### src/rtl/pal_pkg.sv
package pal_pkg;
  // Default geometry of the device.
  localparam int DEF_N_IN    = 10;
  localparam int DEF_N_OUT   = 8;
  localparam int DEF_N_BIDIR = 6;
  localparam int DEF_N_SUM   = 7;

  // Position of one fuse in the serial map.
  function automatic int fuse_pos(input int out_idx, input int term_idx,
                                  input int lit_idx, input int terms_per_out,
                                  input int lits_per_term);
    return (out_idx * terms_per_out + term_idx) * lits_per_term + lit_idx;
  endfunction
endpackage

### src/rtl/pal_fuse_chain.sv
module pal_fuse_chain #(
  parameter int MAP_BITS = 2048
) (
  input  logic                clk,
  input  logic                rst,
  input  logic                shift_en,
  input  logic                shift_bit,
  output logic [MAP_BITS-1:0] fuse_o
);
  logic [MAP_BITS-1:0] store_q;

  always_ff @(posedge clk) begin
    if (rst)
      store_q <= '1;
    else if (shift_en)
      store_q <= {shift_bit, store_q[MAP_BITS-1:1]};
  end

  assign fuse_o = store_q;

  // the newest bit enters at the top, the rest move down by one
  p_shift_entry_r2: assert property (@(posedge clk) disable iff (rst)
    shift_en |=> store_q[MAP_BITS-1] == $past(shift_bit));
  p_shift_move_r2: assert property (@(posedge clk) disable iff (rst)
    shift_en |=> store_q[MAP_BITS-2:0] == $past(store_q[MAP_BITS-1:1]));
  // without the strobe the map is frozen
  p_hold_r3: assert property (@(posedge clk) disable iff (rst)
    !shift_en |=> $stable(store_q));
endmodule

### src/rtl/pal_and_plane.sv
module pal_and_plane #(
  parameter int N_SIG = 16,
  parameter int N_PT  = 64,
  localparam int N_LIT = 2 * N_SIG
) (
  input  logic                  clk,
  input  logic                  rst,
  input  logic [N_SIG-1:0]      sig_i,
  input  logic [N_PT*N_LIT-1:0] fuse_i,
  output logic [N_PT-1:0]       pt_o
);
  logic [N_LIT-1:0] lit;

  for (genvar s = 0; s < N_SIG; s++) begin : g_lit
    assign lit[2*s]   = sig_i[s];
    assign lit[2*s+1] = ~sig_i[s];
  end

  for (genvar p = 0; p < N_PT; p++) begin : g_pt
    logic [N_LIT-1:0] row;
    assign row     = fuse_i[p*N_LIT +: N_LIT];
    // a disconnected literal does not constrain the term
    assign pt_o[p] = &(lit | ~row);

    // contradictory literals force the term low
    p_contra_r5: assert property (@(posedge clk) disable iff (rst)
      (row[1:0] == 2'b11) |-> !pt_o[p]);
    // a term with no literal connected is high
    p_empty_r5: assert property (@(posedge clk) disable iff (rst)
      (row == '0) |-> pt_o[p]);
  end
endmodule

### src/rtl/pal_macrocell.sv
module pal_macrocell #(
  parameter int N_SUM = 7
) (
  input  logic [N_SUM:0] terms_i,
  input  logic           quiet_i,
  output logic           data_o,
  output logic           oe_o
);
  logic sum;

  assign sum    = |terms_i[N_SUM-1:0];
  assign data_o = ~sum;
  assign oe_o   = terms_i[N_SUM] & ~quiet_i;
endmodule

### src/rtl/pal_fixed_or.sv
module pal_fixed_or #(
  parameter int N_IN    = pal_pkg::DEF_N_IN,
  parameter int N_OUT   = pal_pkg::DEF_N_OUT,
  parameter int N_BIDIR = pal_pkg::DEF_N_BIDIR,
  parameter int N_SUM   = pal_pkg::DEF_N_SUM
) (
  input  logic               clk,
  input  logic               rst,
  input  logic               prog_en,
  input  logic               prog_bit,
  input  logic [N_IN-1:0]    in_i,
  input  logic [N_BIDIR-1:0] pad_in,
  output logic [N_OUT-1:0]   pin_data,
  output logic [N_OUT-1:0]   pin_oe
);
  localparam int N_SIG    = N_IN + N_BIDIR;
  localparam int N_LIT    = 2 * N_SIG;
  localparam int PT_OUT   = N_SUM + 1;
  localparam int N_PT     = N_OUT * PT_OUT;
  localparam int MAP_BITS = N_PT * N_LIT;

  logic [MAP_BITS-1:0] fuse;
  logic [N_SIG-1:0]    sig;
  logic [N_PT-1:0]     pt;
  logic                rst_q;

  // feedback pads follow the dedicated inputs in the signal order
  assign sig = {pad_in, in_i};

  pal_fuse_chain #(.MAP_BITS(MAP_BITS)) fuse_i (
    .clk(clk), .rst(rst), .shift_en(prog_en), .shift_bit(prog_bit),
    .fuse_o(fuse)
  );

  pal_and_plane #(.N_SIG(N_SIG), .N_PT(N_PT)) plane_i (
    .clk(clk), .rst(rst), .sig_i(sig), .fuse_i(fuse), .pt_o(pt)
  );

  for (genvar o = 0; o < N_OUT; o++) begin : g_cell
    pal_macrocell #(.N_SUM(N_SUM)) cell_i (
      .terms_i(pt[o*PT_OUT +: PT_OUT]),
      .quiet_i(prog_en),
      .data_o (pin_data[o]),
      .oe_o   (pin_oe[o])
    );
  end

  always_ff @(posedge clk) rst_q <= rst;

  // a freshly reset map drives nothing and reads all ones
  p_reset_state_r1: assert property (@(posedge clk)
    rst_q |-> (pin_data == '1 && pin_oe == '0));
  // no pin is driven while the map is being loaded
  p_quiet_prog_r4: assert property (@(posedge clk) disable iff (rst)
    prog_en |-> pin_oe == '0);
endmodule

### config.mk
export PLATFORM = sky130hd
export DESIGN_NAME = pal_fixed_or
export DESIGN_NICKNAME = d
export VERILOG_FILES = /design/src/rtl/pal_pkg.sv /design/src/rtl/pal_fuse_chain.sv /design/src/rtl/pal_and_plane.sv /design/src/rtl/pal_macrocell.sv /design/src/rtl/pal_fixed_or.sv
export SDC_FILE = /design/constraint.sdc
export NUM_CORES = 2
export LEC_CHECK = 0
export ABC_CLOCK_PERIOD_IN_PS = 2250
export BUFFER_PORTS_ARGS = -buffer_cell sky130_fd_sc_hd__buf_2
export CORE_MARGIN = 1
export CORE_UTILIZATION = 50
export CTS_CLUSTER_SIZE = 40
export DETAILED_ROUTE_END_ITERATION = 8
export GPL_TIMING_DRIVEN = 0
export PLACE_DENSITY = 0.65
export SYNTH_ARGS = -nofsm -noshare
export SYNTH_HDL_FRONTEND = slang
export SYNTH_SLANG_ARGS = --single-unit
### constraint.sdc
create_clock -name clk -period 2.25 [get_ports clk]
set_input_delay 0.225 -clock clk [delete_from_list [all_inputs] [get_ports clk]]
set_output_delay 0.225 -clock clk [all_outputs]
set_load 0.03 [all_outputs]
==> flow_summary.json <==
{
  "cts_root_buffer": "clkbuf_16",
  "grt_max_degree": 17,
  "globalplace.congestion": 0.847,
  "post-place-ws_ps": -2070,
  "setup_ws_ps": -759,
  "path_class": "flip-flop to output pin",
  "grt_first_pass_wirelength_um": 398000,
  "synthDistinctLibCells": 18,
  "pwr-share-clk": 0.418,
  "irDropWorstVdd_v": 0.000725,
  "num_vias": 66700,
  "tightestPinTransition_ps": 1300,
  "synth_edf_count": 0,
  "htree_levels": 4,
  "dp_cells": 10700,
  "start_util": 0.505,
  "grt_use_total": 0.292,
  "numCtsBuffers": 213,
  "die_y_um": 422,
  "rows": 153,
  "ios": 36,
  "leakage_nw": 40.1,
  "p_sw_frac": 0.257,
  "hold_start": "prog_bit",
  "fin_skew_ps": 25.2,
  "ys_seq_elements": 2048,
  "finalCritPeriodShare": 1.34,
  "violations": "negative setup slack",
  "cts.clk_slew.worst_paths_ps": 60,
  "required_ps": 2030,
  "first_pass_iters": 5,
  "seq_power_share": 0.472,
  "routed_wl_um": 270000,
  "finalSetupViolCount": 36,
  "hold_class": "primary input to flip-flop",
  "worst_path_dominant_cell_family": "simple AND/OR/NAND/NOR gates",
  "internal_power_mw": 63.7,
  "core_um2": 175000,
  "cts_sinks": 2048,
  "finalPower_mw": 85.8,
  "max_stage_delay_ps": 630,
  "period_minus_slack_ps": 3010,
  "ys_seq_area_frac": 0.465,
  "ys_top_cells_by_count": "a211o_1 (2048), dfxtp_1 (2048), nor2b_1 (2048)",
  "rsz0062_at_grt": "yes",
  "critPathMaxFanout": 3,
  "synth-async-reset-ratio": 0,
  "nFillCells": 15100,
  "drt-initial-drc-count": 5254,
  "ant_nets": 0,
  "clock_latency_ps": 850,
  "die_area_um2": 178000,
  "grt_pass1_vias": 63300,
  "fin_cells": 11100,
  "synth.largest_area_cell": "dfxtp_1",
  "path_buf_inv": 2,
  "drive_above_1_share": 0.104,
  "overflow": 0,
  "critPathLaunchType": "flip-flop",
  "largest_reg_flops": 2048,
  "slowest_stage": "nor4_1",
  "path_cells": "mux2i_1, nand4_1, nor4_1, or4_4, nor4_4, buf_4, buf_6",
  "slew_headroom": 0.130,
  "area_growth_pct": 13.2,
  "fin_tns_setup_ps": -9340,
  "dp_hpwl_um": 180000,
  "startpoint": "fuse_i.fuse_o[99]$_SDFFE_PP1P_",
  "outcome": "complete, but fails checks",
  "end_kind": "output pin",
  "cts_tree": "done",
  "ys.flop_type": "dfxtp_1",
  "syn_area_per_cell_um2": 10.6,
  "wire_per_inst_um": 24.3,
  "r2r-start": "fuse_i.fuse_o[1664]$_SDFFE_PP1P_",
  "cap_violations": 0,
  "hold_viol": 0,
  "antenna_found_initial": 13,
  "viasPerCell": 6.02,
  "synth.area.top_cells": "dfxtp_1 (46%), a211o_1 (20%), nor2b_1 (15%), mux2i_1 (12%), clkbuf_1 (2.0%)",
  "yosys.area.top_type_share": 0.465,
  "die_w_um": 422,
  "net-switching-power_mw": 22.0,
  "powerDensity_nw_per_um2": 858,
  "drc": 0,
  "nNetsFinal": 8595,
  "synth_cells": 8335,
  "holdWs_ps": 173,
  "yosys_warnings": 0,
  "crit_arrival_ps": 2780,
  "fmax_mhz": 332,
  "syn_area_um2": 88200,
  "synthesis.nets": 8355,
  "cts_buffer_depth": 3,
  "slew_viol_final": 0,
  "p_comb_frac": 0.110,
  "numPortBuffers": 17
}
[worst paths after layout]
path | endpoint | slack (ps) | cells after the start
setup / recovery | pin_data[0] | -760 | 7
hold reg to reg | fuse_i.fuse_o[2028]$_SDFFE_PP1P_ | 460 | 1
setup reg to reg | fuse_i.fuse_o[1664]$_SDFFE_PP1P_ | 1060 | 2
hold / removal | fuse_i.fuse_o[2047]$_SDFFE_PP1P_ | 170 | 3
[final cells by class]
| type | count | area, µm² | share of cell area |
|---|---|---|---|
| antenna | 4 | 10.0 | 0.000100 |
| buffer | 806 | 4390 | 0.0440 |
| clock buffer | 341 | 6550 | 0.0655 |
| clock inverter | 54 | 573 | 0.00574 |
| multi-input combinational | 5475 | 44000 | 0.441 |
| sequential | 2048 | 41100 | 0.412 |
| tap | 2325 | 2910 | 0.0291 |
| timing repair buffer | 31 | 285 | 0.00286 |
[power groups by stage]
stage	Combinational, mW	Sequential (mW)	Clock [mW]
floorplan	6.69	40.6	0
global placement	8.99	41.0	0
detailed placement	9.19	41.1	0
CTS	9.36	40.4	36.3
global route	10.1	40.7	37.8
finish	9.43	40.4	35.9
[worst register-to-register path, delay by kind of cell (launching register included)]
family           cells  cell delay [ps]
flip-flops           1              520
AND/OR/NAND/NOR      1              460
AO/OA/AOI/OAI        1              160
[metrics by stage]
stage / area (µm²) / util
floorplan: 88200 / -
global placement: 91200 / 0.523
detailed placement: 91300 / 0.523
CTS: 99700 / 0.571
global route: 99900 / 0.572
finish: 99900 / 0.572
[kinds of logic after synthesis]
family          Yosys count  synth area share
simple gates           2403             0.170
flops                  2048             0.465
mux                    1024             0.116
buf+inv                 812            0.0461
compound gates         2048             0.203
[placed cells by master, fill, tap and decap left out, types with 34 or more instances in the layout]
master	synthesis	layout
a211o_1	2048	2048
buf_2	248	210
buf_4	35	46
buf_6	35	58
clkbuf_1	468	518
clkbuf_16	0	217
clkbuf_8	0	65
clkinv_2	0	34
dfxtp_1	2048	1943
dfxtp_2	0	103
mux2i_1	1016	994
nand4_1	245	245
nor2b_1	2048	2048
nor4_4	0	34
[per-layer routing]
layer  vias up  GRT usage  part of all wire
met5         -          0                 0
met4         0      0.103             0.035
met3       439     0.0432             0.054
met2      1656      0.471              0.46
met1     33600      0.396              0.45
li1      31000          -                 -
[what timing repair did]
item                                   4_1_cts  5_1_grt
endpoints found under the hold margin        1        0
cloned                                       0        0
buffers inserted                             9        1
resized for setup                          315       66
hold buffers                                 1        0
pin swaps                                   44       27
setup endpoints to repair                 1991       26
Note: power is estimated with default switching activity, not from simulation.
